File: config.mk
export PLATFORM = sky130hd
export DESIGN_NAME = hdlc_rx
export DESIGN_NICKNAME = d
export VERILOG_FILES = /design/src/rtl/hdlc_rx_pkg.sv /design/src/rtl/hdlc_rx_linecode.sv /design/src/rtl/hdlc_rx_holdback.sv /design/src/rtl/hdlc_rx_framer.sv /design/src/rtl/hdlc_rx.sv
export SDC_FILE = /design/constraint.sdc
export NUM_CORES = 1
export LEC_CHECK = 0
export ABC_AREA = 1
export BUFFER_PORTS_ARGS = -buffer_cell sky130_fd_sc_hd__buf_2
export CORE_MARGIN = 2
export CORE_UTILIZATION = 40
export DETAILED_ROUTE_END_ITERATION = 10
export PLACE_DENSITY = 0.64
export SYNTH_ARGS = -nofsm -noshare
export SYNTH_HDL_FRONTEND = slang
export SYNTH_SLANG_ARGS = --single-unit
File: constraint.sdc
create_clock -name clk -period 1.6 [get_ports clk]
set_input_delay 0.08 -clock clk [delete_from_list [all_inputs] [get_ports clk]]
set_output_delay 0.08 -clock clk [all_outputs]
set_load 0.1 [all_outputs]
File: src/rtl/hdlc_rx_pkg.sv
package hdlc_rx_pkg;

  typedef enum logic [1:0] {
    ST_GOOD   = 2'd0,
    ST_BADFCS = 2'd1,
    ST_ABORT  = 2'd2,
    ST_SHORT  = 2'd3
  } frame_stat_e;

  localparam logic [15:0] CRC_PRESET  = 16'hFFFF;
  localparam logic [15:0] CRC_POLY_RF = 16'h8408;
  localparam logic [15:0] CRC_RESIDUE = 16'hF0B8;

  // one serial bit through the reflected CCITT register
  function automatic logic [15:0] crc_step(input logic [15:0] c, input logic b);
    logic fb;
    fb = c[0] ^ b;
    return (c >> 1) ^ (fb ? CRC_POLY_RF : 16'h0000);
  endfunction

  // verdict at the closing flag: length first, then alignment, then residue
  function automatic frame_stat_e frame_verdict(input logic long_ok,
                                                input logic aligned,
                                                input logic [15:0] crc);
    if (!long_ok) return ST_SHORT;
    if (!aligned) return ST_BADFCS;
    if (crc != CRC_RESIDUE) return ST_BADFCS;
    return ST_GOOD;
  endfunction

endpackage

File: src/rtl/hdlc_rx_linecode.sv
module hdlc_rx_linecode #(
  parameter int STUFF_RUN = 5
) (
  input  logic clk,
  input  logic rst_n,
  input  logic bit_valid,
  input  logic bit_in,
  output logic ev_flag,
  output logic ev_abort,
  output logic ev_stuff,
  output logic ev_data,
  output logic data_bit,
  output logic ev_goahead
);
  localparam int FLAG_RUN  = STUFF_RUN + 1;
  localparam int ABORT_RUN = STUFF_RUN + 2;
  localparam int CW        = $clog2(ABORT_RUN + 1);
  localparam int HW        = ABORT_RUN + 1;
  localparam logic [CW-1:0] K_STUFF = CW'(STUFF_RUN);
  localparam logic [CW-1:0] K_FLAG  = CW'(FLAG_RUN);
  localparam logic [CW-1:0] K_ABORT = CW'(ABORT_RUN);
  localparam logic [HW-1:0] GA_PAT  = {{ABORT_RUN{1'b1}}, 1'b0};

  logic [CW-1:0] ones_q;
  logic [HW-1:0] hist_q, hist_nx;

  always_comb begin
    hist_nx    = {bit_in, hist_q[HW-1:1]};
    ev_flag    = bit_valid && !bit_in && (ones_q == K_FLAG);
    ev_stuff   = bit_valid && !bit_in && (ones_q == K_STUFF);
    ev_abort   = bit_valid &&  bit_in && (ones_q == K_FLAG);
    ev_data    = bit_valid && (bit_in ? (ones_q < K_STUFF)
                                      : ((ones_q < K_STUFF) || (ones_q == K_ABORT)));
    data_bit   = bit_in;
    ev_goahead = bit_valid && (hist_nx == GA_PAT);
  end

  always_ff @(posedge clk or negedge rst_n) begin
    if (!rst_n) begin
      ones_q <= '0;
      hist_q <= '1;
    end else if (bit_valid) begin
      hist_q <= hist_nx;
      if (!bit_in)                ones_q <= '0;
      else if (ones_q != K_ABORT) ones_q <= ones_q + 1'b1;
    end
  end

  AST_EVENT_EXCL: assert property (@(posedge clk) disable iff (!rst_n)
    $onehot0({ev_flag, ev_abort, ev_stuff, ev_data}));

  AST_STUFF_AFTER_RUN: assert property (@(posedge clk) disable iff (!rst_n)
    ev_stuff |-> (hist_q[HW-1 -: STUFF_RUN] == '1));

endmodule

File: src/rtl/hdlc_rx_holdback.sv
module hdlc_rx_holdback #(
  parameter int DEPTH = 6
) (
  input  logic clk,
  input  logic rst_n,
  input  logic push,
  input  logic push_bit,
  input  logic clear,
  output logic pop_valid,
  output logic pop_bit,
  output logic [$clog2(DEPTH+1)-1:0] fill
);
  localparam int FW = $clog2(DEPTH + 1);
  localparam logic [FW-1:0] K_FULL = FW'(DEPTH);

  logic [DEPTH-1:0] sr_q;
  logic [FW-1:0]    fill_q;

  assign pop_valid = push && !clear && (fill_q == K_FULL);
  assign pop_bit   = sr_q[0];
  assign fill      = fill_q;

  always_ff @(posedge clk or negedge rst_n) begin
    if (!rst_n) begin
      sr_q   <= '0;
      fill_q <= '0;
    end else if (clear) begin
      fill_q <= '0;
    end else if (push) begin
      sr_q <= {push_bit, sr_q[DEPTH-1:1]};
      if (fill_q != K_FULL) fill_q <= fill_q + 1'b1;
    end
  end

endmodule

File: src/rtl/hdlc_rx_framer.sv
module hdlc_rx_framer
  import hdlc_rx_pkg::*;
#(
  parameter int BYTE_W    = 8,
  parameter int MIN_BYTES = 4
) (
  input  logic              clk,
  input  logic              rst_n,
  input  logic              flag_ev,
  input  logic              abort_ev,
  input  logic              pop_valid,
  input  logic              pop_bit,
  input  logic              addr_en,
  input  logic [BYTE_W-1:0] addr_val,
  output logic              byte_valid,
  output logic [BYTE_W-1:0] byte_data,
  output logic              byte_sof,
  output logic              frame_done,
  output logic [1:0]        frame_status,
  output logic              in_frame
);
  localparam int PW = $clog2(BYTE_W);
  localparam int NW = $clog2(MIN_BYTES + 1);
  localparam logic [PW-1:0] K_LAST = PW'(BYTE_W - 1);
  localparam logic [NW-1:0] K_MIN  = NW'(MIN_BYTES);
  localparam logic [NW-1:0] K_HOLD = NW'(2);

  logic              in_frame_q, drop_q;
  logic [PW-1:0]     phase_q;
  logic [NW-1:0]     nbytes_q;
  logic [BYTE_W-1:0] sh_q, sh_nx, hold_old_q, hold_new_q;
  logic [15:0]       crc_q;
  frame_stat_e       stat_q;
  logic              has_bits, byte_end;

  assign sh_nx        = {pop_bit, sh_q[BYTE_W-1:1]};
  assign has_bits     = (nbytes_q != '0) || (phase_q != '0);
  assign byte_end     = (phase_q == K_LAST);
  assign in_frame     = in_frame_q;
  assign frame_status = stat_q;

  always_ff @(posedge clk or negedge rst_n) begin
    if (!rst_n) begin
      in_frame_q <= 1'b0;
      drop_q     <= 1'b0;
      phase_q    <= '0;
      nbytes_q   <= '0;
      sh_q       <= '0;
      hold_old_q <= '0;
      hold_new_q <= '0;
      crc_q      <= CRC_PRESET;
      stat_q     <= ST_GOOD;
      byte_valid <= 1'b0;
      byte_data  <= '0;
      byte_sof   <= 1'b0;
      frame_done <= 1'b0;
    end else begin
      byte_valid <= 1'b0;
      byte_sof   <= 1'b0;
      frame_done <= 1'b0;
      if (flag_ev || abort_ev) begin
        if (in_frame_q && has_bits && !drop_q) begin
          frame_done <= 1'b1;
          stat_q     <= abort_ev ? ST_ABORT
                                 : frame_verdict(nbytes_q == K_MIN, phase_q == '0, crc_q);
        end
        in_frame_q <= flag_ev;
        drop_q     <= 1'b0;
        phase_q    <= '0;
        nbytes_q   <= '0;
        crc_q      <= CRC_PRESET;
      end else if (pop_valid && in_frame_q) begin
        crc_q   <= crc_step(crc_q, pop_bit);
        sh_q    <= sh_nx;
        phase_q <= phase_q + 1'b1;
        if (byte_end) begin
          hold_new_q <= sh_nx;
          hold_old_q <= hold_new_q;
          if (nbytes_q == '0) drop_q <= addr_en && (sh_nx != addr_val);
          if ((nbytes_q >= K_HOLD) && !drop_q) begin
            byte_valid <= 1'b1;
            byte_data  <= hold_old_q;
            byte_sof   <= (nbytes_q == K_HOLD);
          end
          if (nbytes_q != K_MIN) nbytes_q <= nbytes_q + 1'b1;
        end
      end
    end
  end

  AST_BYTE_ONLY_IN_FRAME: assert property (@(posedge clk) disable iff (!rst_n)
    byte_valid |-> $past(in_frame_q));

  AST_DROPPED_SILENT: assert property (@(posedge clk) disable iff (!rst_n)
    drop_q |-> !byte_valid);

  AST_DONE_SINGLE: assert property (@(posedge clk) disable iff (!rst_n)
    frame_done |=> !frame_done);

endmodule

File: src/rtl/hdlc_rx.sv
module hdlc_rx #(
  parameter int BYTE_W    = 8,
  parameter int STUFF_RUN = 5,
  parameter int MIN_BYTES = 4
) (
  input  logic              clk,
  input  logic              rst_n,
  input  logic              bit_valid,
  input  logic              bit_in,
  input  logic              addr_en,
  input  logic [BYTE_W-1:0] addr_val,
  output logic              byte_valid,
  output logic [BYTE_W-1:0] byte_data,
  output logic              byte_sof,
  output logic              frame_done,
  output logic [1:0]        frame_status,
  output logic              goahead
);
  localparam int HOLD = STUFF_RUN + 1;
  localparam int FW   = $clog2(HOLD + 1);

  logic ev_flag, ev_abort, ev_stuff, ev_data, data_bit, ev_goahead;
  logic pop_valid, pop_bit, in_frame;
  logic [FW-1:0] dly_fill;

  hdlc_rx_linecode #(.STUFF_RUN(STUFF_RUN)) u_line (
    .clk(clk), .rst_n(rst_n), .bit_valid(bit_valid), .bit_in(bit_in),
    .ev_flag(ev_flag), .ev_abort(ev_abort), .ev_stuff(ev_stuff),
    .ev_data(ev_data), .data_bit(data_bit), .ev_goahead(ev_goahead));

  hdlc_rx_holdback #(.DEPTH(HOLD)) u_hold (
    .clk(clk), .rst_n(rst_n), .push(ev_data), .push_bit(data_bit),
    .clear(ev_flag || ev_abort), .pop_valid(pop_valid), .pop_bit(pop_bit),
    .fill(dly_fill));

  hdlc_rx_framer #(.BYTE_W(BYTE_W), .MIN_BYTES(MIN_BYTES)) u_frm (
    .clk(clk), .rst_n(rst_n), .flag_ev(ev_flag), .abort_ev(ev_abort),
    .pop_valid(pop_valid), .pop_bit(pop_bit), .addr_en(addr_en),
    .addr_val(addr_val), .byte_valid(byte_valid), .byte_data(byte_data),
    .byte_sof(byte_sof), .frame_done(frame_done), .frame_status(frame_status),
    .in_frame(in_frame));

  always_ff @(posedge clk or negedge rst_n) begin
    if (!rst_n) goahead <= 1'b0;
    else        goahead <= ev_goahead;
  end

  AST_FLAG_EMPTIES_HOLD: assert property (@(posedge clk) disable iff (!rst_n)
    ev_flag |=> (dly_fill == '0));

  AST_NO_POP_ON_FLAG: assert property (@(posedge clk) disable iff (!rst_n)
    (ev_flag || ev_abort) |-> !pop_valid);

endmodule

# Yosys cells after proc, flatten, opt, wreduce, memory -nomap -nowiden
# Cells that the tools add are included.
# word_totals
input_bits	13
output_inout_bits	14
register_bits	82
# op_classes
add_sub_neg	4
order_cmp	2
bitwise_logic	3
n_reduce_logical	38
n_eq_ne	13
muxes	48
# op_table
operator	count
$mux 16	3
$mux 3	11
$mux 1	27
$ne 16x16->1 const B	1
$xor 15x16->16	1
$eq 3x3->1 const B	5
$mux 2	7
$logic_and 1x1->1	13
$add 3x1->3 const B	4
$reduce_bool 2->1	6
$reduce_and 2->1	5
$ne 3x3->1 const B	3
$reduce_and 3->1	3
$eq 8x8->1 const B	1
$ne 8x8->1	1
$logic_not 3->1	2
$reduce_bool 3->1	2
$reduce_and 4->1	1
$eq 3x2->1 const B	1
$ge 3x2->1 const B	1
$logic_not 1->1	3
$logic_or 1x1->1	3
$lt 3x3->1 const B	1
$ne 2x1->1 const B	1
2 further kinds	2

# Depth between registers and ports, before layout
# Gate-level depths: netlist of run 1.
# depth
depth_word	17
depth_mapped	9
ltp_nobuf	9

# Modules after synthesis
# A second synthesis of run 1 with hierarchy kept.
# hier_totals
hier_cells	417
area_unflattened_um2	3779.9
# by_module_without_submodules
mod	area_each_um2	seq_area_each_um2	n_inst	cells_per_inst
hdlc_rx_framer	2740.1	1521.5	1	297
hdlc_rx_linecode	548.0	259.0	1	66
hdlc_rx_holdback	455.4	225.2	1	50
hdlc_rx	36.3	25.0	1	4

# Least setup slack after synthesis of run 1
# Ideal clock, no wire load.
# synth_path
path_kind	flip-flop to flip-flop
start	reg u_line.ones_q[1]
end	reg u_frm.byte_data[0]
required_time_ps	1531
path_buffers	1
path_stages_with_launch	9
arrival_time_ps	1517
period_less_slack_ps	1586
setup_time_ps	69
setup_slack_ps	14
path_cell_list	dfrtp_1 > ha_1 > ha_1 > nand2_1 > nand3_2 > nand4_4 > clkbuf_1 > o21ai_0 > nand2_1
# synth_between
elab_chain_len	8
word_cells_on_any_way	15
classes_between	order compare (1); eq/ne (2); mux (1); bitwise (1); reduce/logical (10)
# synth_rtl
item	line_no	source
start: declaration	hdlc_rx_linecode.sv:24	logic [CW-1:0] ones_q;
start signal: assignment	hdlc_rx_linecode.sv:45	else if (ones_q != K_ABORT) ones_q <= ones_q + 1'b1;
$lt 3x3->1, or another cell as far along	hdlc_rx_linecode.sv:32, hdlc_rx_linecode.sv:33	
$logic_or 1x1->1, or another cell as far along	hdlc_rx_linecode.sv:33	: ((ones_q < K_STUFF) || (ones_q == K_ABORT)));
$mux 1 or $logic_or 1x1->1 (tied branches)	hdlc_rx_linecode.sv:32, hdlc_rx_framer.sv:61, hdlc_rx.sv:33	
$logic_and 1x1->1 or $logic_not 1->1 (tied branches)	hdlc_rx_linecode.sv:32, hdlc_rx_holdback.sv:19	
$logic_and 1x1->1 (2 in series)	hdlc_rx_holdback.sv:19	assign pop_valid = push && !clear && (fill_q == K_FULL);
$logic_and 1x1->1	hdlc_rx_framer.sv:72	end else if (pop_valid && in_frame_q) begin
$reduce_and 4->1 (no source line) *	n/a	
end signal: assignment	hdlc_rx_framer.sv:82	byte_data <= hold_old_q;
end: declaration	hdlc_rx_framer.sv:16	output logic [BYTE_W-1:0] byte_data,
# Every way passes the cells marked *; elsewhere a longest branch is shown, timed or not.
# A chain may end at the register's enable or synchronous reset.

# Final worst setup path of run 1
# layout_path
start	reg u_line.ones_q[1]
end	reg u_frm.nbytes_q[1]
# layout_between
elab_chain_len	9
word_cells_on_any_way	18
classes_between	order compare (1); eq/ne (2); mux (2); reduce/logical (13)
# layout_rtl
item	line_no	source
$lt 3x3->1, or another cell as far along	hdlc_rx_linecode.sv:32, hdlc_rx_linecode.sv:33	
$logic_or 1x1->1, or another cell as far along	hdlc_rx_linecode.sv:33	
$mux 1 or $logic_or 1x1->1 (tied branches)	hdlc_rx_linecode.sv:32, hdlc_rx_framer.sv:61, hdlc_rx.sv:33	
$logic_and 1x1->1 or $logic_not 1->1 (tied branches)	hdlc_rx_linecode.sv:32, hdlc_rx_holdback.sv:19	
$logic_and 1x1->1 (2 in series)	hdlc_rx_holdback.sv:19	
$logic_and 1x1->1	hdlc_rx_framer.sv:72	
$reduce_bool 2->1 (no source line)	n/a	
$reduce_and 3->1 (no source line)	n/a	
end signal: assignment	hdlc_rx_framer.sv:85	if (nbytes_q != K_MIN) nbytes_q <= nbytes_q + 1'b1;
end: declaration	hdlc_rx_framer.sv:30	logic [NW-1:0] nbytes_q;
# Several ways; a longest one is shown, not always the timed one.

==> metrics.json, run 1 <==
{
  "synth": {
    "synth_seq_cells": 80,
    "synth-seq-area-share": 0.557,
    "post_synth.cell_area_avg_um2": 8.67,
    "synth_area_um2": 3650,
    "ys.warnings.count": 0,
    "yosys.area.top_type_share": 0.391,
    "synthTopCellsByArea": "dfrtp_1 (39%), dfstp_2 (17%), nand2_1 (12%), o21ai_0 (7.3%), inv_1 (5.1%)",
    "synth.distinct_cells": 28,
    "synthesis.instances": 421,
    "synth_top_area_cell": "dfrtp_1",
    "mappedNetlistNets": 445
  },
  "power_and_ir_drop": {
    "p_total_mw": 6.25,
    "switching_share": 0.342,
    "clock_power_share": 0.242,
    "pwr-share-comb": 0.266,
    "ir_drop_mv": 0.840,
    "power.net_switching_mw": 2.14,
    "leakage_nw": 2.41,
    "power.internal_mw": 4.11,
    "power_per_cell_area_nw_per_um2": 1360,
    "sequentialPowerShare": 0.493
  },
  "global_route": {
    "global_route.overflow_total": 0,
    "grt_pass1_vias": 2702,
    "grt_pass1_wl_mm": 12.2,
    "largest_net_degree_at_the_start_of_global_routing": 28,
    "track_usage": 0.155,
    "antenna_found_initial": 0
  },
  "drt": {
    "detail_route.first_pass.iterations": 4,
    "antenna_violating_nets_post_route": 0,
    "routed-via-count": 2883,
    "post_drt_via_cell_ratio": 4.88,
    "wl_final_mm": 7.53,
    "wl_per_cell_um": 12.7,
    "drt_iter0_drc": 149,
    "drc": 0
  },
  "layout": {
    "final_layout_size_suffix_gt1_frac": 0.308,
    "n_fill_cell": 811,
    "nets": 502,
    "sequential_cell_area_um2": 2030,
    "layout_common_cells": "nand2_1 (102), dfrtp_1 (57), inv_1 (50)",
    "layout_commonest_cell": "nand2_1",
    "multi_input_gate_area_in_the_final_layout_um2": 1570,
    "utilization": 0.526,
    "diode_count": 0,
    "area_growth_pct": 26.2
  },
  "timing": {
    "slew_viol_final": 0,
    "grt_setup_unrepaired": "yes",
    "timing_hold_violations_final": 0,
    "setup_ws_ns": -0.0542,
    "min_period_ns": 1.65,
    "final-setup-viol-count": 41,
    "highest_achievable_clock_rate_ghz": 0.605,
    "worst_slew_pin_slew_ns": 0.496,
    "finalSetupTns_ns": -0.916,
    "max_slew_headroom": 0.671,
    "fin_worst_skew_ns": 0.00761,
    "period_share": 1.03
  },
  "worst_setup_path": {
    "cp_max_fo": 8,
    "start_to_end_type_of_the_worst_setup_path": "flop to flop",
    "r2r_cells": 11,
    "crit_startpoint": "u_line.ones_q[1]$_DFFE_PN0P_",
    "critical_path_required_ns": 1.85,
    "timing.critical_path.arrival_ns": 1.90,
    "worstReg2RegStart": "u_line.ones_q[1]$_DFFE_PN0P_",
    "regToRegEndpoint": "u_frm.nbytes_q[1]$_DFFE_PN0P_",
    "cp-start-kind": "flop",
    "setup.worst_path.end_class": "flop",
    "r2r_setup_slack_ns": -0.05
  },
  "floorplanning": {
    "num_rows": 34,
    "die_width_um": 99.5,
    "chipHeight_um": 99.5,
    "ioPinCount": 27,
    "starting_density_of_the_core": 0.416,
    "core_box_area_um2": 8760,
    "fp.dieArea_um2": 9900
  },
  "placed_design": {
    "dp_slack_ns": -0.138,
    "hpwlAfterDp_mm": 4.91,
    "final_weighted_congestion_in_routability_driven_placement": 0.780,
    "port_buffers": 26
  },
  "hold_path": {
    "min_path_type": "primary input to flop",
    "timing.hold.worst_path_depth": 3,
    "hold-path-endpoint": "u_line.hist_q[6]$_DFFE_PN1P_",
    "holdCritStartpoint": "bit_valid"
  },
  "status": {
    "status": "finished with violations",
    "violated_checks": "setup timing"
  },
  "clock_network": {
    "clkSinkCount": 80,
    "cts_inserted_buffers": 9,
    "cts_tree": "built",
    "cts.clk_slew.worst_paths_ns": 0.08,
    "clk-insertion-delay-late_ns": 0.36,
    "clk_root_buffer_cell": "clkbuf_8",
    "cts.path.max_buffers": 2,
    "cts_htree_levels": 3
  },
  "job": {
    "max_cap_violations": 0
  }
}
[synthesized netlist by cell type]
| cell type | n |
|---|---|
| nand2_2 | 1 |
| nor2_4 | 2 |
| nor2_2 | 1 |
| buf_2 | 3 |
| dfrtp_1 | 57 |
| buf_6 | 2 |
| nor3_1 | 1 |
| xnor2_1 | 1 |
| ha_1 | 11 |
| nand3_1 | 13 |
| dfstp_2 | 23 |
| nand3_2 | 2 |
| clkbuf_1 | 4 |
| nand3b_1 | 1 |
| o211ai_1 | 1 |
| o32ai_1 | 1 |
| inv_2 | 1 |
| inv_1 | 50 |
| nand4_4 | 1 |
| buf_4 | 3 |
| or2_2 | 1 |
| nor4_1 | 1 |
| xor2_1 | 4 |
| nand4_1 | 4 |
| nand2_1 | 121 |
| o21ai_0 | 53 |
| a21oi_1 | 20 |
| nor2_1 | 38 |
[state kept, by name (all words and copies together), names as in the netlist]
signal	flops
goahead	1
u_frm.byte_data	8
u_frm.byte_sof	1
u_frm.byte_valid	1
u_frm.crc_q	16
u_frm.drop_q	1
u_frm.frame_done	1
u_frm.frame_status	2
u_frm.hold_new_q	8
u_frm.hold_old_q	8
u_frm.in_frame	1
u_frm.nbytes_q	3
u_frm.phase_q	3
u_frm.sh_q	7
u_hold.fill	3
u_hold.sr_q	6
u_line.hist_q	7
u_line.ones_q	3
[metal layers]
metal,share of wire,vias to the layer above,wire length (um),global-route usage
li1,-,1459,-,-
met1,0.45,1368,3360,0.200
met2,0.49,43,3700,0.255
met3,0.045,13,339,0.0415
met4,0.016,0,121,0.0506
met5,0,-,0,0
[power by group through the flow]
stage               registers (mW)  clock network (mW)  logic [mW]
global route                  3.15                1.63        1.91
finish                        3.08                1.51        1.66
CTS                           3.00                1.56        1.45
floorplan                     3.06                   0       0.970
detailed placement            3.04                   0        1.40
global placement              3.02                   0        1.35
[area by class of cell]
cell class,count,area share
Clock buffer,10,0.0299
Timing Repair Buffer,57,0.104
Clock inverter,6,0.0141
Tap cell,108,0.0293
Sequential cell,80,0.441
Multi-Input combinational cell,279,0.340
Inverter,51,0.0421
[how the worst max path moves through the flow]
stage | cells after the start | end | slack [ns]
final | 11 | u_frm.nbytes_q[1]$_DFFE_PN0P_ | -0.05
after global routing | 10 | u_frm.crc_q[9]$_DFFE_PN1P_ | -0.14
after CTS | 8 | u_frm.phase_q[0]$_DFFE_PN0P_ | -0.04
after detailed placement | 9 | u_frm.byte_data[4]$_DFFE_PN0P_ | -0.14
after global placement | 9 | u_frm.byte_data[1]$_DFFE_PN0P_ | -0.08
after floorplan | 8 | u_frm.byte_data[0]$_DFFE_PN0P_ | 0.01
[what timing repair did]
item	CTS	global route
endpoints found under the setup margin	37	67
buffers inserted	5	2
gates cloned	1	5
hold buffers	1	0
hold endpoints to repair	57	0
gates resized for setup	13	91
pin swaps	3	23
[cells by family (layout without fill, tap and decap cells)]
logic type	after synthesis	count (layout)	synth area share
xor+xnor	5	5	0.0120
flops	80	80	0.557
fa+ha+maj	11	11	0.0377
buf+inv	63	124	0.0730
compound gates	75	75	0.105
simple gates	187	188	0.216
[stage by stage]
step                      hold slack [ns]  cells  cell area (um2)
final                              0.0466    591             4610
after global routing               0.0422    591             4610
after CTS                          0.0265    584             4270
after detailed placement          0.00655    561             3990
after global placement            0.00605    561             3990
after floorplan                    -0.216    421             3650
[critical path, cell delays in order, from the launching register on]
cell and delay, ns:
dfrtp_1 0.38, ha_2 0.21, ha_4 0.15, nand2_4 0.05
nand3_4 0.07, nand4_4 0.11, buf_12 0.18, nand2_8 0.09
buf_6 0.13, nand2_4 0.06, nand2_2 0.07, nand2_1 0.05
(Power assumes the default switching activity.)
==> inputs of run 2 (changes only) <==
Settings changed: PLACE_DENSITY 0.64 to 0.62.
Clock period 1.6 ns to 1.7 ns, I/O delays scaled along.
==> metrics.json, run 2 (synthesis gave the netlist of run 1 again) <==
{
  "power_and_ir_drop": {
    "power.net_switching": {"value": 1.93, "unit": "mW", "change": "-9.8%"},
    "pwr-share-comb": {"value": 0.253, "change": "-0.013"},
    "p_total": {"value": 5.55, "unit": "mW", "change": "-11%"},
    "power.internal": {"value": 3.62, "unit": "mW", "change": "-12%"},
    "power_per_cell_area": {"value": 1270, "unit": "nW/um2", "change": "-6.5%"},
    "sequentialPowerShare": {"value": 0.512, "change": "+0.019"},
    "switching_share": {"value": 0.348, "change": "+0.00577"},
    "leakage": {"value": 2.30, "unit": "nW", "change": "-4.7%"},
    "clock_power_share": {"value": 0.235, "change": "-0.007"},
    "ir_drop": {"value": 0.604, "unit": "mV", "change": "-28%"}
  },
  "timing": {
    "slew_viol_final": {"value": 0, "change": "unchanged"},
    "fin_worst_skew": {"value": 0.0102, "unit": "ns", "change": "+0.00258 ns"},
    "min_period": {"value": 1.66, "unit": "ns", "change": "+0.00733 ns"},
    "max_slew_headroom": {"value": 0.675, "change": "+0.00342"},
    "timing_hold_violations_final": {"value": 0, "change": "unchanged"},
    "worst_hold_slack": {"value": 0.0441, "unit": "ns", "change": "-0.00255 ns"},
    "worst_slew_pin_slew": {"value": 0.491, "unit": "ns", "change": "-0.00516 ns"},
    "final-setup-viol-count": {"value": 0, "change": "-100%"},
    "highest_achievable_clock_rate": {"value": 0.602, "unit": "GHz", "change": "-0.44%"},
    "period_share": {"value": 0.977, "change": "-0.0565"},
    "setup_ws": {"value": 0.0385, "unit": "ns", "change": "+0.0927 ns"},
    "grt_setup_unrepaired": "yes"
  },
  "layout": {
    "layout_commonest_cell": "nand2_1",
    "largest_register_ffs": {"value": 16, "change": "unchanged"},
    "layout_common_cells": "nand2_1 (118), dfrtp_1 (57), inv_1 (48)",
    "nets": {"value": 492, "change": "-2.0%"},
    "final_layout_size_suffix_gt1_frac": {"value": 0.222, "change": "-0.0865"},
    "area_growth_pct": 19.9,
    "diode_count": {"value": 0, "change": "unchanged"},
    "max_flop_register": "u_frm.crc_q"
  },
  "floorplanning": {
    "die_width": {"value": 99.5, "unit": "um", "change": "unchanged"},
    "starting_density_of_the_core": {"value": 0.416, "change": "unchanged"},
    "chipHeight": {"value": 99.5, "unit": "um", "change": "unchanged"},
    "num_rows": {"value": 34, "change": "unchanged"},
    "core_box_area": {"value": 8760, "unit": "um2", "change": "unchanged"},
    "ioPinCount": {"value": 27, "change": "unchanged"},
    "fp.dieArea": {"value": 9900, "unit": "um2", "change": "unchanged"}
  },
  "global_route": {
    "grt_pass1_vias": {"value": 2735, "change": "+1.2%"},
    "track_usage": {"value": 0.154, "change": "-0.000565"},
    "grt_pass1_wl": {"value": 12.3, "unit": "mm", "change": "+0.73%"},
    "largest_net_degree_at_the_start_of_global_routing": {"value": 51, "change": "+82%"},
    "antenna_found_initial": {"value": 0, "change": "unchanged"},
    "global_route.overflow_total": {"value": 0, "change": "unchanged"}
  },
  "placed_design": {
    "hpwlAfterDp": {"value": 4.81, "unit": "mm", "change": "-2.1%"},
    "final_weighted_congestion_in_routability_driven_placement": {"value": 0.795, "change": "+2.0%"},
    "port_buffers": {"value": 26, "change": "unchanged"},
    "dp_slack": {"value": -0.0768, "unit": "ns", "change": "+0.0615 ns"}
  },
  "drt": {
    "routed-via-count": {"value": 2801, "change": "-2.8%"},
    "wl_per_cell": {"value": 12.9, "unit": "um", "change": "+1.2%"},
    "antenna_violating_nets_post_route": {"value": 0, "change": "unchanged"},
    "drc": {"value": 0, "change": "unchanged"},
    "detail_route.first_pass.iterations": {"value": 4, "change": "unchanged"},
    "drt_iter0_drc": {"value": 137, "change": "-8.1%"},
    "post_drt_via_cell_ratio": {"value": 4.82, "change": "-1.2%"},
    "wl_final": {"value": 7.49, "unit": "mm", "change": "-0.52%"}
  },
  "clock_network": {
    "clk-insertion-delay-late": {"value": 0.36, "unit": "ns", "change": "about the same"},
    "cts_htree_levels": {"value": 3, "change": "unchanged"},
    "cts.clk_slew.worst_paths": {"value": 0.09, "unit": "ns", "change": "about the same"},
    "cts_inserted_buffers": {"value": 9, "change": "unchanged"},
    "cts_tree": "built",
    "clk_root_buffer_cell": "clkbuf_8",
    "clkSinkCount": {"value": 80, "change": "unchanged"},
    "cts.path.max_buffers": {"value": 2, "change": "unchanged"}
  },
  "worst_setup_path": {
    "worstReg2RegStart": "u_line.ones_q[1]$_DFFE_PN0P_",
    "start_to_end_type_of_the_worst_setup_path": "flop to flop",
    "setup.worst_path.end_class": "flop",
    "critical_path_required": {"value": 1.95, "unit": "ns", "change": "+0.10 ns"},
    "r2r_setup_slack": {"value": 0.04, "unit": "ns", "change": "+0.09 ns"},
    "cp-start-kind": "flop",
    "cp_max_fo": {"value": 13, "change": "+5"},
    "timing.critical_path.arrival": {"value": 1.91, "unit": "ns", "change": "about the same"},
    "regToRegEndpoint": "u_frm.hold_old_q[0]$_DFFE_PN0P_",
    "r2r_cells": {"value": 9, "change": "-2"}
  },
  "hold_path": {
    "timing.hold.worst_path_depth": {"value": 3, "change": "unchanged"},
    "hold-path-endpoint": "u_line.hist_q[1]$_DFFE_PN1P_",
    "min_path_type": "primary input to flop",
    "holdCritStartpoint": "bit_valid"
  },
  "job": {
    "max_cap_violations": {"value": 0, "change": "unchanged"}
  },
  "status": {
    "status": "finished, final reports clean"
  }
}
## run 2: metrics by stage
stage | util | TNS [ns] | instances | cell area [um2]
after detailed placement | 0.447 | -0.748 | 552 | 3920
final | 0.499 | 0 | 581 | 4370
after global routing | 0.499 | -0.701 | 581 | 4370
after global placement | 0.447 | -0.0524 | 552 | 3920
after CTS | 0.473 | 0 | 572 | 4150
after floorplan | - | 0 | 421 | 3650
## run 2: worst max-delay path: stages (launching register included)
cell       delay (ns)
dfrtp_1          0.40
ha_2             0.21
ha_4             0.13
nand2_2          0.06
nand3_4          0.07
nand4_4          0.12
buf_12           0.18
clkbuf_16        0.16
o21ai_0          0.14
nand2_1          0.08
## run 2: final cells by class
| type | count | area [um2] |
|---|---|---|
| multi-input combinational | 280 | 1440 |
| clock inverter | 5 | 40.0 |
| timing repair buffer | 46 | 390 |
| inverter | 51 | 196 |
| sequential | 80 | 2030 |
| fill | 818 | 4390 |
| tap | 108 | 135 |
| clock buffer | 11 | 141 |
## run 2: per-layer routing
| metal | track usage | routed length [um] | share of wire |
|---|---|---|---|
| met5 | 0 | 0 | 0 |
| met3 | 0.0302 | 201 | 0.027 |
| met1 | 0.195 | 3450 | 0.46 |
| met4 | 0.0643 | 146 | 0.019 |
| met2 | 0.260 | 3690 | 0.49 |
## run 2: power groups by stage
stage	registers, mW	clock network [mW]	logic [mW]
floorplan	2.88	0	0.913
global route	2.91	1.41	1.62
finish	2.84	1.30	1.40
detailed placement	2.87	0	1.28
CTS	2.84	1.34	1.31
global placement	2.85	0	1.24
## run 2: repair_timing
action	CTS	global route
endpoints found under the setup margin	21	58
hold buffers	1	0
gates cloned	0	5
setup buffers	3	4
hold endpoints to repair	30	0
pin swaps	2	18
gates resized for setup	3	38
## run 2: worst max path at each step
stage | to | start | depth (start not counted)
2_1_floorplan | u_frm.byte_data[0]$_DFFE_PN0P_ | u_line.ones_q[1]$_DFFE_PN0P_ | 8
3_3_place_gp | u_frm.nbytes_q[2]$_DFFE_PN0P_ | u_line.ones_q[1]$_DFFE_PN0P_ | 9
3_5_place_dp | u_frm.nbytes_q[1]$_DFFE_PN0P_ | u_line.ones_q[1]$_DFFE_PN0P_ | 9
4_1_cts | u_frm.nbytes_q[2]$_DFFE_PN0P_ | u_line.ones_q[1]$_DFFE_PN0P_ | 9
5_1_grt | u_frm.hold_new_q[1]$_DFFE_PN0P_ | u_hold.fill[0]$_DFFE_PN0P_ | 10
6_report | u_frm.hold_old_q[0]$_DFFE_PN0P_ | u_line.ones_q[1]$_DFFE_PN0P_ | 9
